## src/rtl/l2e_pkg.sv

```systemverilog
package l2e_pkg;
  typedef enum logic [2:0] {
    ST_IDLE = 3'd0,
    ST_TRD  = 3'd1,
    ST_TUPD = 3'd2,
    ST_DRD  = 3'd3,
    ST_DONE = 3'd4
  } evict_st_t;
endpackage

```

## src/rtl/l2e_ctrl.sv

```systemverilog
module l2e_ctrl
  import l2e_pkg::*;
#(
  parameter int IDX_W      = 4,
  parameter int TAG_RD_LAT = 3,
  parameter int BEATS      = 4
) (
  input  logic             clk,
  input  logic             rst,
  input  logic             cfg_fast,
  input  logic             req_valid,
  input  logic             req_burst_rd,
  input  logic [IDX_W-1:0] req_index,
  output logic             req_ready,
  output logic             bus_retry,
  output logic             bus_ack,
  output logic             col_hold,
  output logic [IDX_W-1:0] tag_idx,
  output logic             tag_oe,
  output logic             tag_we,
  output logic             upd_drv,
  output logic             addr_drv,
  output logic             cap,
  output logic             data_rd,
  output logic [$clog2(BEATS)-1:0] data_beat,
  output logic             done
);
  localparam int MAXC = (TAG_RD_LAT > BEATS) ? TAG_RD_LAT : BEATS;
  localparam int CW   = $clog2(MAXC + 1);
  localparam int BW   = $clog2(BEATS);
  localparam logic [CW-1:0] TRD_LAST = CW'(TAG_RD_LAT - 1);
  localparam logic [CW-1:0] DRD_LAST = CW'(BEATS - 1);

  evict_st_t st, st_n;
  logic [CW-1:0] cnt, cnt_n;
  logic fast_q, fast_n, burst_q, burst_n, accept;

  always_comb begin
    st_n    = st;
    cnt_n   = cnt;
    fast_n  = fast_q;
    burst_n = burst_q;
    accept  = (st == ST_IDLE) && req_valid;
    case (st)
      ST_IDLE: if (req_valid) begin
        st_n    = ST_TRD;
        cnt_n   = '0;
        fast_n  = cfg_fast;
        burst_n = req_burst_rd;
      end
      ST_TRD: if (cnt == TRD_LAST) begin
        cnt_n = '0;
        st_n  = fast_q ? ST_DRD : ST_TUPD;
      end else begin
        cnt_n = cnt + 1'b1;
      end
      ST_TUPD: begin
        st_n  = ST_DRD;
        cnt_n = '0;
      end
      ST_DRD: if (cnt == DRD_LAST) begin
        st_n  = ST_DONE;
        cnt_n = '0;
      end else begin
        cnt_n = cnt + 1'b1;
      end
      ST_DONE: st_n = ST_IDLE;
      default: st_n = ST_IDLE;
    endcase
  end

  assign cap = (st == ST_TRD) && (cnt == TRD_LAST);

  always_ff @(posedge clk) begin
    if (rst) begin
      st        <= ST_IDLE;
      cnt       <= '0;
      fast_q    <= 1'b0;
      burst_q   <= 1'b0;
      tag_idx   <= '0;
      req_ready <= 1'b1;
      bus_retry <= 1'b0;
      bus_ack   <= 1'b0;
      col_hold  <= 1'b0;
      tag_oe    <= 1'b0;
      tag_we    <= 1'b0;
      upd_drv   <= 1'b0;
      addr_drv  <= 1'b0;
      data_rd   <= 1'b0;
      data_beat <= '0;
      done      <= 1'b0;
    end else begin
      st        <= st_n;
      cnt       <= cnt_n;
      fast_q    <= fast_n;
      burst_q   <= burst_n;
      if (accept) tag_idx <= req_index;
      req_ready <= (st_n == ST_IDLE);
      bus_retry <= accept && !req_burst_rd;
      bus_ack   <= accept && req_burst_rd;
      col_hold  <= burst_n && (st_n == ST_TRD || st_n == ST_TUPD || st_n == ST_DRD);
      tag_oe    <= (st_n == ST_TRD);
      tag_we    <= (st_n == ST_TUPD) || (st_n == ST_TRD && fast_n && cnt_n == TRD_LAST);
      upd_drv   <= (st_n == ST_TUPD) || (st_n == ST_TRD && fast_n);
      addr_drv  <= (st_n == ST_TUPD);
      data_rd   <= (st_n == ST_DRD);
      data_beat <= (st_n == ST_DRD) ? cnt_n[BW-1:0] : '0;
      done      <= (st_n == ST_DONE);
    end
  end

  AST_RETRY_ACK_EXCL: assert property (@(posedge clk) disable iff (rst)
    !(bus_retry && bus_ack));

  AST_OE_WE_FAST: assert property (@(posedge clk) disable iff (rst)
    (tag_oe && tag_we) |-> fast_q);

  AST_WE_AFTER_OE: assert property (@(posedge clk) disable iff (rst)
    (tag_we && !tag_oe) |-> $past(tag_oe));

  AST_DONE_PULSE: assert property (@(posedge clk) disable iff (rst)
    done |=> (!done && req_ready));

  AST_HOLD_END: assert property (@(posedge clk) disable iff (rst)
    $fell(col_hold) |-> done);

  AST_START_FROM_IDLE: assert property (@(posedge clk) disable iff (rst)
    $rose(tag_oe) |-> $past(req_ready));
endmodule

```

## src/rtl/l2e_tag_port.sv

```systemverilog
module l2e_tag_port #(
  parameter int IDX_W = 4,
  parameter int TAG_W = 6
) (
  input  logic                   clk,
  input  logic                   rst,
  input  logic                   cap,
  input  logic                   upd_drv,
  input  logic                   addr_drv,
  input  logic                   cfg_l2_present,
  input  logic                   cfg_multi_proc,
  input  logic [IDX_W-1:0]       tag_idx,
  input  logic [TAG_W-1:0]       tag_addr_i,
  output logic [TAG_W-1:0]       tag_addr_o,
  output logic                   tag_valid_o,
  output logic                   tag_valid_oe,
  output logic                   tag_dirty_o,
  output logic [TAG_W+IDX_W-1:0] victim_addr
);
  always_ff @(posedge clk) begin
    if (rst) victim_addr <= '0;
    else if (cap) victim_addr <= {tag_addr_i, tag_idx};
  end

  assign tag_addr_o   = addr_drv ? victim_addr[TAG_W+IDX_W-1:IDX_W] : '0;
  assign tag_valid_o  = upd_drv;
  assign tag_dirty_o  = 1'b0;
  assign tag_valid_oe = upd_drv && cfg_l2_present && !cfg_multi_proc;

  AST_VOE_CFG: assert property (@(posedge clk) disable iff (rst)
    tag_valid_oe |-> (cfg_l2_present && !cfg_multi_proc && tag_valid_o));

  AST_VICTIM_STABLE: assert property (@(posedge clk) disable iff (rst)
    !$past(cap) |-> $stable(victim_addr));
endmodule

```

## src/rtl/l2_evict_seq.sv

```systemverilog
module l2_evict_seq #(
  parameter int IDX_W      = 4,
  parameter int TAG_W      = 6,
  parameter int TAG_RD_LAT = 3,
  parameter int BEATS      = 4
) (
  input  logic                     clk,
  input  logic                     rst,
  input  logic                     cfg_fast,
  input  logic                     cfg_l2_present,
  input  logic                     cfg_multi_proc,
  input  logic                     req_valid,
  input  logic                     req_burst_rd,
  input  logic [IDX_W-1:0]         req_index,
  output logic                     req_ready,
  output logic                     bus_retry,
  output logic                     bus_ack,
  output logic                     col_hold,
  output logic [IDX_W-1:0]         tag_idx,
  output logic                     tag_oe,
  output logic                     tag_we,
  input  logic [TAG_W-1:0]         tag_addr_i,
  output logic [TAG_W-1:0]         tag_addr_o,
  output logic                     tag_valid_o,
  output logic                     tag_valid_oe,
  output logic                     tag_dirty_o,
  output logic                     data_rd,
  output logic [$clog2(BEATS)-1:0] data_beat,
  output logic                     done,
  output logic [TAG_W+IDX_W-1:0]   victim_addr
);
  logic upd_drv, addr_drv, cap;

  l2e_ctrl #(.IDX_W(IDX_W), .TAG_RD_LAT(TAG_RD_LAT), .BEATS(BEATS)) u_ctrl (
    .clk(clk), .rst(rst), .cfg_fast(cfg_fast),
    .req_valid(req_valid), .req_burst_rd(req_burst_rd), .req_index(req_index),
    .req_ready(req_ready), .bus_retry(bus_retry), .bus_ack(bus_ack),
    .col_hold(col_hold), .tag_idx(tag_idx), .tag_oe(tag_oe), .tag_we(tag_we),
    .upd_drv(upd_drv), .addr_drv(addr_drv), .cap(cap),
    .data_rd(data_rd), .data_beat(data_beat), .done(done)
  );

  l2e_tag_port #(.IDX_W(IDX_W), .TAG_W(TAG_W)) u_tag (
    .clk(clk), .rst(rst), .cap(cap), .upd_drv(upd_drv), .addr_drv(addr_drv),
    .cfg_l2_present(cfg_l2_present), .cfg_multi_proc(cfg_multi_proc),
    .tag_idx(tag_idx), .tag_addr_i(tag_addr_i), .tag_addr_o(tag_addr_o),
    .tag_valid_o(tag_valid_o), .tag_valid_oe(tag_valid_oe),
    .tag_dirty_o(tag_dirty_o), .victim_addr(victim_addr)
  );
endmodule

```

## config.mk

```make
export PLATFORM = sky130hd
export DESIGN_NAME = l2_evict_seq
export DESIGN_NICKNAME = d
export VERILOG_FILES = /design/src/rtl/l2e_pkg.sv /design/src/rtl/l2e_ctrl.sv /design/src/rtl/l2e_tag_port.sv /design/src/rtl/l2_evict_seq.sv
export SDC_FILE = /design/constraint.sdc
export NUM_CORES = 1
export LEC_CHECK = 0
export ABC_AREA = 1
export BUFFER_PORTS_ARGS = -buffer_cell sky130_fd_sc_hd__buf_2
export CORE_ASPECT_RATIO = 1.5
export CORE_MARGIN = 8
export CORE_UTILIZATION = 30
export DETAILED_ROUTE_END_ITERATION = 8
export PLACE_DENSITY = 0.56
export SKIP_LAST_GASP = 1
export SYNTH_ARGS = -nofsm -noshare
export SYNTH_HDL_FRONTEND = slang
export SYNTH_HIERARCHICAL = 1
export SYNTH_SLANG_ARGS = --single-unit
```

## constraint.sdc

```tcl
create_clock -name clk -period 1.6 [get_ports clk]
set_clock_uncertainty 0.05 [all_clocks]
set_input_delay 0.16 -clock clk [delete_from_list [all_inputs] [get_ports clk]]
set_output_delay 0.16 -clock clk [all_outputs]
set_load 0.02 [all_outputs]
```

# Word level (Yosys, flattened, before mapping)

Index checks and enable logic that the tools add are counted.
Widths: inputs -> output; s select.

Flip-flop bits (word level): 34
Input bits: 17
Word-level logic and storage cells: 61

Add/sub/neg operators: 1
Eq/ne operators: 10
Mux-type cells: 14
Bitwise logic cells: 1
Reductions and logical operators: 18

Operators by type and width:

| kind                | number |
|---|---|
| $pmux 3 s4          | 2 |
| $eq 3x2->1 const B  | 7 |
| $mux 3              | 6 |
| $logic_and 1x1->1   | 9 |
| $eq 3x1->1 const B  | 2 |
| $logic_not 3->1     | 2 |
| $mux 6              | 1 |
| $mux 1              | 5 |
| $logic_or 1x1->1    | 4 |
| $add 3x1->3 const B | 1 |
| $eq 3x3->1 const B  | 1 |
| $logic_not 1->1     | 2 |
| $reduce_or 2->1     | 1 |
| $not 1->1           | 1 |

# Logic depth before layout (Yosys ltp)

Gate-level depths: netlist of the first run.

Depth in word-level cells: 7
Depth in mapped cells: 12

# Cells and area by module

Netlist of the first run, hierarchy kept.

Modules (own cells, without submodules):

| module       | instances | cells an instance | area each (um^2) |
|---|---|---|---|
| l2e_ctrl     | 1         | 138               | 1073.5 |
| l2e_tag_port | 1         | 80                | 490.5 |

# Worst setup path before layout of the first run

No wires, ideal clock.

Kind: register to register
Start: register u_ctrl.cnt[0]
End: register u_ctrl.tag_we
Arrival: 1.372 ns
Setup slack: 0.069 ns
Stages on the path, launching flop included: 12
Buffers on the path: 0
Period minus slack after synthesis: 1.531 ns
Cells stage by stage: dfxtp_1 -> ha_1 -> ha_1 -> nand2_1 -> nand3_1 -> inv_1 -> nor2_4 -> inv_4 -> nand3_2 -> nand2_2 -> nand2_1 -> inv_1

Word-level cells in the longest chain between the ends: 7
Elaborated cells between the ends (all ways): 16
Classes of those cells: add/sub: 1; eq/ne: 5; mux: 7; reduce/logical: 3

RTL lines:

| element                                                             | line            | RTL |
|---|---|---|
| from (decl)                                                         | l2e_ctrl.sv:35  | `logic [CW-1:0] cnt, cnt_n;` |
| from (signal assigned)                                              | l2e_ctrl.sv:94  | `cnt <= cnt_n;` |
| parallel branches: the longest is 6 deep, another holds $add 3x1->3 | -               |  |
| $logic_or 1x1->1 (*)                                                | l2e_ctrl.sv:103 | `tag_we <= (st_n == ST_TUPD) \|\| (st_n == ST_TRD && fast_n && cnt_n == TRD_LAST);` |
| to (signal assigned)                                                | l2e_ctrl.sv:103 |  |
| to (decl)                                                           | l2e_ctrl.sv:20  | `output logic tag_we,` |

Every way passes the cells marked *.
A chain may end at the register's enable or synchronous reset.

# Worst setup path in the final report of the first run

Start: register u_ctrl.cnt[1]
End: register u_ctrl.tag_we

The elaborated chain is that of the path after synthesis.

==> impl_metrics.ini, run 1 <==
[routing]
wire_per_inst_um = 10.82
ant_nets = 0
viasPerCell = 4.067
wl_mm = 3.723
post-route-drc-count = 0
dr.pass1.iters = 4
first_iter_violations = 47
vias = 1399

[power]
p_total_w = 0.002112
p_leak_nw = 1.111
ir_worst_vdd_v = 0.0004621
p_per_area_nw_per_um2 = 1005

[yosys]
synth_top_area_share = 0.4352
synth_area_um2 = 1564
ys_types = 26
yosysSeqAreaShare = 0.4352
synthArstFlopShare = 0
yosys-top-cells-area = dfxtp_1, nand2_1, nor2_1, inv_1, ha_1
synth_top_area_cell = dfxtp_1
ys_ff_latch = 34
syn_avg_cell_area_um2 = 7.174
yosys_most_used_dff = dfxtp_1
synth_common_cells = nand2_1, nor2_1, dfxtp_1
syn-num-nets = 239
synth_edf_count = 0
yosysMostFrequentCell = nand2_1
netlist_instances = 218
yosysWarnings = 6

[setup_path]
start_kind = flop
reg2reg_slack_ns = 0.12
reg2reg_from = u_ctrl/cnt[1]
end_kind = flop
cp.required_ns = 1.79
cp_slowest_cell = dfxtp_4
worstRegToRegCells = 10
crit_chain = ha_4, ha_2, nor2_1, nand2_1, nand2_1, nor2_2, nand3_2, nand2_1, nand2_1, inv_1
max_stage_delay_ns = 0.37
path_common_cell = nand2_1
cp_max_fo = 3
worstSetupPathType = reg2reg
arrival_ns = 1.67
timing.rr.end = u_ctrl/tag_we

[finish]
final_nets = 296
final_core_util = 0.4134
fillers = 570
stdcell_count = 344
drive_gt1_frac = 0.3696
finalInstanceArea_um2 = 2102
n_antenna_cell = 0
area_growth_pct = 34.40
multi_input_area_um2 = 732.0
regArea_um2 = 686.9

[timing]
finalMaxSlewViolations = 0
final-setup-viol-count = 0
setup-tns-final_ns = 0
hold_viol = 0
fmax_mhz = 674.5
min_period_over_period = 0.9267
timing.final.crit_period_ns = 1.483

[die]
die_area_um2 = 7828
fp.dieH_um = 104.4
die_w_um = 74.96
initial_core_util = 0.3076
core_um2 = 5085
ioPinCount = 50
rows = 32

[worst_hold_path]
whs_path_depth = 3
min-delay-start = req_index[0]
holdPathEnd = u_ctrl/tag_idx[0]
hold_class = in2reg

[grt]
met2_usage = 0.1687
grt_max_degree = 21
grt_use_total = 0.1009
busiest_layer = met2
grtUsageMet3 = 0.02510
grt_first_pass_wirelength_mm = 6.127
grt_overflow_total = 0
grt_pass1_vias = 1366
use_met1 = 0.09825
antenna_found_initial = 0

[place]
place_congestion = 0.7889
io_buffers = 48
placedCellCount = 335
placed_area_um2 = 1889
hpwl_mm = 2.903

[cts]
htreeDepth = 2
cts-root-buf = clkbuf_8
cts_max_path_buffers = 2
cts.clk_slew.worst_paths_ns = 0.07
cts_num_sinks = 34
cts_tree = done
numCtsBuffers = 5
clk_latency_ns = 0.29

[job]
maxCapViolations = 0

[run_status]
status = finished, final reports clean
[critical path, delay by kind of cell (launching register included)]
kind / cells / cell delay [ns]
adder cells (fa/ha/maj): 2 / 0.48
flip-flops: 1 / 0.37
buffers and inverters: 1 / 0.04
AND/OR/NAND/NOR: 7 / 0.50
[placed cells by master (no fill, tap or decap), types with 5 or more instances in the layout]
master | Yosys | layout
clkbuf_8 | 0 | 5
a21oi_1 | 7 | 6
nand2_1 | 60 | 58
inv_1 | 33 | 32
buf_4 | 2 | 7
nand2_2 | 4 | 6
buf_2 | 0 | 48
nor2_2 | 5 | 9
nor2_1 | 37 | 33
dfxtp_1 | 34 | 31
[report_power, final]
| part | switching, W | internal [W] | total, W |
|---|---|---|---|
| Sequential | 0.0000207 | 0.000876 | 0.000897 |
| Combinational | 0.000164 | 0.0000957 | 0.000260 |
| Clock | 0.000332 | 0.000624 | 0.000956 |
[registers in the layout, indices dropped and copies added, names as in the netlist]
name	cells
u_ctrl/upd_drv	1
u_ctrl/col_hold	1
u_ctrl/bus_ack	1
u_ctrl/req_ready	1
u_ctrl/bus_retry	1
u_ctrl/st	3
u_ctrl/cnt	3
u_ctrl/tag_oe	1
u_ctrl/data_rd	1
u_ctrl/fast_q	1
u_ctrl/tag_we	1
u_tag/victim_addr	10
u_ctrl/data_beat	2
u_ctrl/tag_idx	4
u_ctrl/done	1
u_ctrl/addr_drv	1
u_ctrl/burst_q	1
[worst max path at each step]
stage / start / depth (start not counted) / slack (ns) / end
after CTS: u_ctrl/cnt[1] / 11 / 0.00005 / u_ctrl/tag_we
after global routing: u_ctrl/cnt[1] / 12 / -0.003 / u_ctrl/tag_we
final: u_ctrl/cnt[1] / 10 / 0.12 / u_ctrl/tag_we
after floorplan: u_ctrl/cnt[0] / 11 / 0.07 / u_ctrl/tag_we
after global placement: u_ctrl/cnt[0] / 12 / 0.07 / u_ctrl/tag_we
after detailed placement: u_ctrl/cnt[1] / 11 / 0.01 / u_ctrl/tag_we
[stage by stage]
| step | setup slack, ns | hold WS (ns) |
|---|---|---|
| floorplan | 0.06921 | 0.1822 |
| global placement | 0.06835 | 0.2870 |
| detailed placement | 0.01169 | 0.2885 |
| CTS | 0.00004896 | 0.05191 |
| global route | -0.002621 | 0.05487 |
| finish | 0.1173 | 0.06202 |
[per-layer routing]
layer | part of all wire | vias to the layer above
li1 | - | 754
met1 | 0.38 | 591
met2 | 0.50 | 44
met3 | 0.086 | 10
met4 | 0.036 | 0
met5 | 0 | -
[cells by family (layout without fill, tap and decap cells)]
| kind of cell | Yosys count | count (layout) | synth area share |
|---|---|---|---|
| compound gates | 10 | 10 | 0.04080 |
| flops | 34 | 34 | 0.4352 |
| fa+ha+maj | 4 | 4 | 0.03200 |
| simple gates | 123 | 123 | 0.3568 |
| other cells | 1 | 1 | 0.002398 |
| buf+inv | 46 | 104 | 0.1328 |
[area by class of cell]
class / count / area share
clock inverters: 3 / 0.03274
flip-flops and latches: 34 / 0.3268
clock buffers: 5 / 0.03274
well taps: 68 / 0.04048
repair buffers: 56 / 0.1440
multi-input cells: 138 / 0.3482
inverters: 40 / 0.07500
[what timing repair did]
action,4_1_cts,5_1_grt
resized for setup,0,20
setup buffers,0,0
hold endpoints to repair,1,0
hold buffers,1,0
setup endpoints to repair,0,9
Power figures use the tool's default switching activity.
==> run 2: changes to the inputs <==
- CORE_UTILIZATION: 30 -> 45
- PLACE_DENSITY: 0.56 -> 0.77
==> impl_metrics.ini, run 2 (synthesis results as in run 1) <==
[run_status]
status = finished, final reports clean

[routing]
wl_mm = 3.593
dr.pass1.iters = 4
vias = 1418
viasPerCell = 4.487
ant_nets = 0
wire_per_inst_um = 11.37
post-route-drc-count = 0
first_iter_violations = 42

[die]
die_w_um = 64.14
initial_core_util = 0.4623
rows = 26
die_area_um2 = 5657
fp.dieH_um = 88.21
ioPinCount = 50
core_um2 = 3383

[finish]
final_nets = 294
regArea_um2 = 683.2
stdcell_count = 316
layout_commonest_cell = nand2_1
area_growth_pct = 27.76
finalInstanceArea_um2 = 1998
multi_input_area_um2 = 713.2
drive_gt1_frac = 0.3321
fillers = 353
n_antenna_cell = 0
regMostFlops = u_tag/victim_addr
largest_reg_flops = 10
top_regs = u_tag/victim_addr (10), u_ctrl/tag_idx (4)
final_cell_mix = nand2_1, buf_2, nor2_1, inv_1, dfxtp_1

[setup_path]
timing.rr.end = u_ctrl/tag_we
reg2reg_slack_ns = 0.12
end_kind = flop
worst-path-buf-inv = 3
cp_slowest_cell = dfxtp_2
cp.required_ns = 1.74
max_stage_delay_ns = 0.38
reg2reg_from = u_ctrl/cnt[0]
worstRegToRegCells = 11
cp_max_fo = 5
crit_chain = ha_4, ha_4, nand2_1, nand3_2, inv_1, nor2_4, inv_4, nand3_2, nand2_2, nand2_1, inv_1
arrival_ns = 1.62
worstSetupPathType = reg2reg
start_kind = flop
path_delay_family = simple AND/OR/NAND/NOR gates

[place]
placedCellCount = 307
hpwl_mm = 2.743
placed_area_um2 = 1854
place_congestion = 0.9392
io_buffers = 48

[grt]
antenna_found_initial = 0
grt_pass1_vias = 1431
grt_max_degree = 21
grt_first_pass_wirelength_mm = 5.920
grt_use_total = 0.1327
grt_overflow_total = 0

[timing]
hold_viol = 0
finalMaxSlewViolations = 0
timing.final.crit_period_ns = 1.483
min_period_over_period = 0.9271
final-setup-viol-count = 0
fmax_mhz = 674.2

[cts]
numCtsBuffers = 5
htreeDepth = 2
cts-root-buf = clkbuf_8
cts_tree = done
cts_setup_buffers = 0
cts_num_sinks = 34
cts_max_path_buffers = 2
clk_latency_ns = 0.28
cts.clk_slew.worst_paths_ns = 0.07

[worst_hold_path]
holdPathEnd = u_ctrl/tag_idx[2]
whs_path_depth = 3
hold_class = in2reg
min-delay-start = req_index[2]

[power]
ir_worst_vdd_v = 0.0006743
p_leak_nw = 1.082
p_per_area_nw_per_um2 = 894.7

[job]
maxCapViolations = 0
-- run 2: worst max-delay path by stage --
stage | startpoint | to | depth (start not counted) | slack (ns)
after detailed placement | u_ctrl/cnt[0] | u_ctrl/tag_we | 11 | -0.07
after floorplan | u_ctrl/cnt[0] | u_ctrl/tag_we | 11 | 0.07
after CTS | u_ctrl/cnt[1] | u_ctrl/tag_we | 11 | 0.001
final | u_ctrl/cnt[0] | u_ctrl/tag_we | 11 | 0.12
after global placement | u_ctrl/cnt[0] | u_ctrl/tag_we | 11 | 0.02
after global routing | u_ctrl/cnt[0] | u_ctrl/tag_we | 12 | -0.01
-- run 2: through the flow --
step | power, W | hold slack [ns] | util | setup WS (ns) | TNS (ns)
6_report | 0.001788 | 0.06889 | 0.5906 | 0.1167 | 0
3_3_place_gp | 0.001155 | 0.2847 | 0.5481 | 0.02284 | 0
2_1_floorplan | 0.001079 | 0.1822 | - | 0.06921 | 0
5_1_grt | 0.001881 | 0.06747 | 0.5906 | -0.01071 | -0.01071
4_1_cts | 0.001822 | 0.05201 | 0.5814 | 0.001395 | 0
3_5_place_dp | 0.001159 | 0.2917 | 0.5481 | -0.06608 | -0.08032
-- run 2: what timing repair did --
action,in CTS,in global routing
pin swaps,0,2
hold buffers,1,0
endpoints found under the hold margin,1,0
endpoints found under the setup margin,4,5
gates resized for setup,4,7
-- run 2: worst register-to-register path: stages, from the launching register on --
cell and delay [ns]:
dfxtp_2 0.38, ha_4 0.16, ha_4 0.14, nand2_1 0.06, nand3_2 0.10, inv_1 0.07
nor2_4 0.13, inv_4 0.07, nand3_2 0.09, nand2_2 0.06, nand2_1 0.06, inv_1 0.03
-- run 2: where the power goes --
| group | leakage [nW] | internal (W) | switching (W) | total [W] |
|---|---|---|---|---|
| Clock | 0.0482 | 0.000347 | 0.000295 | 0.000641 |
| Combinational | 0.757 | 0.0000910 | 0.000157 | 0.000248 |
| Sequential | 0.277 | 0.000878 | 0.0000207 | 0.000899 |
-- run 2: area by class of cell --
cell class,instances,share of cell area
sequential,34,0.3419
tap,42,0.02630
inverter,40,0.07890
clock inverter,1,0.002505
multi-input combinational,138,0.3569
timing repair buffer,54,0.1503
clock buffer,7,0.04321
-- run 2: routing by layer --
metal / global-route usage / share of wire / vias to the layer above
li1: - / - / 750
met1: 0.1154 / 0.40 / 624
met2: 0.2521 / 0.53 / 40
met3: 0.05122 / 0.060 / 4
met4: 0.07371 / 0.011 / 0
met5: 0 / 0 / -
==> run 3: changes to the inputs <==
- PLACE_DENSITY: 0.77 -> 0.86
- SLEW_MARGIN: not set -> 30
==> impl_metrics.ini, run 3 (synthesis results as in run 1) <==
[finish]
regMostFlops = u_tag/victim_addr
largest_reg_flops = 10
stdcell_count = 316
n_antenna_cell = 0
final_nets = 294
regArea_um2 = 683.2
multi_input_area_um2 = 700.7
fillers = 318
top_regs = u_tag/victim_addr (10), u_ctrl/tag_idx (4)
area_growth_pct = 29.92
layout_commonest_cell = nand2_1
drive_gt1_frac = 0.3321
final_cell_mix = nand2_1, buf_2, nor2_1, inv_1, dfxtp_1

[cts]
clk_latency_ns = 0.29
cts_tree = done
cts-root-buf = clkbuf_8
htreeDepth = 2
cts.clk_slew.worst_paths_ns = 0.07
cts_num_sinks = 34
numCtsBuffers = 5
cts_max_path_buffers = 2

[grt]
antenna_found_initial = 0
grt_max_degree = 21
grt_pass1_vias = 1420
grt_first_pass_wirelength_mm = 5.982
grt_use_total = 0.1345
grt_overflow_total = 0

[routing]
post-route-drc-count = 0
wl_mm = 3.769
ant_nets = 0
vias = 1463
first_iter_violations = 75
dr.pass1.iters = 4
viasPerCell = 4.630
wire_per_inst_um = 11.93

[timing]
hold_viol = 0
min_period_over_period = 0.9561
fmax_mhz = 653.7
timing.final.crit_period_ns = 1.530
finalMaxSlewViolations = 0
setup-tns-final_ns = 0
final-setup-viol-count = 0

[die]
ioPinCount = 50
rows = 26
die_w_um = 64.14
core_um2 = 3383
die_area_um2 = 5657
initial_core_util = 0.4623
fp.dieH_um = 88.21

[setup_path]
path_common_cell = nand2_1
arrival_ns = 1.72
path_delay_family = simple AND/OR/NAND/NOR gates
cp.required_ns = 1.79
worstSetupPathType = reg2reg
start_kind = flop
worst-path-buf-inv = 3
reg2reg_slack_ns = 0.07
cp_max_fo = 3
max_stage_delay_ns = 0.33
end_kind = flop
cp_slowest_cell = dfxtp_2
crit_chain = inv_1, ha_1, inv_1, nor2_2, nor2_1, nand2_1, nand2_1, nor2_2, nand3_1, nand2_1, nand2_1, inv_1

[worst_hold_path]
hold_class = in2reg

[power]
ir_worst_vdd_v = 0.0009548
p_leak_nw = 1.105
p_per_area_nw_per_um2 = 1031

[place]
placedCellCount = 307
place_congestion = 0.8935
hpwl_mm = 2.834
io_buffers = 48

[run_status]
status = finished, final reports clean

[job]
maxCapViolations = 0
## run 3: cell count changes in the layout (fill, tap and decap cells not counted), sizes merged
cell	change
bufinv	+2
clkbuf	-2
## run 3: through the flow
step	utilization	cell area, um^2	setup WS, ns	hold slack, ns	total power [W]
global route	0.6006	2032	-0.01259	0.06459	0.002177
finish	0.6006	2032	0.07031	0.06425	0.002094
CTS	0.5932	2007	0.03345	0.05937	0.002105
detailed placement	0.5481	1854	-0.006035	0.2905	0.001155
floorplan	-	1564	0.06921	0.1822	0.001079
global placement	0.5481	1854	0.05350	0.2859	0.001147
## run 3: area by class of cell
type                       instances  area share
clock buffer                       5     0.03387
clock inverter                     3     0.03387
inverter                          40     0.07759
multi-input combinational        138      0.3448
sequential                        34      0.3362
tap                               42     0.02586
timing repair buffer              54      0.1478
## run 3: path summary, 6_finish.rpt
path                              from                    to  depth (start not counted)
setup / recovery         u_ctrl/cnt[0]         u_ctrl/tag_we                         12
hold / removal            req_index[3]     u_ctrl/tag_idx[3]                          3
setup reg to reg         u_ctrl/cnt[0]         u_ctrl/tag_we                         12
hold reg to reg   u_tag/victim_addr[2]  u_tag/victim_addr[2]                          2
## run 3: repair_timing
| item | 4_1_cts | 5_1_grt |
|---|---|---|
| hold buffers | 1 | 0 |
| pin swaps | 0 | 1 |
| setup buffers | 0 | 0 |
| endpoints found under the setup margin | 1 | 3 |
| gates resized for setup | 1 | 8 |
| hold endpoints to repair | 1 | 0 |
## run 3: power by group
group	switching, W	total (W)	internal (W)
clock network	0.000326	0.000950	0.000624
registers	0.0000182	0.000895	0.000877
logic	0.000162	0.000249	0.0000874
total	0.000506	0.00209	0.00159
## run 3: metal layers
| layer | global-route usage | share of wire | vias up |
|---|---|---|---|
| met5 | 0 | 0 | - |
| met2 | 0.2475 | 0.51 | 55 |
| met3 | 0.06658 | 0.093 | 8 |
| met1 | 0.1177 | 0.37 | 645 |
| li1 | - | - | 755 |
| met4 | 0.06773 | 0.025 | 0 |
## run 3: tightest hold or removal path, cell delays in order
cell     delay (ns)
buf_2          0.10
nand2_1        0.05
a21oi_1        0.05
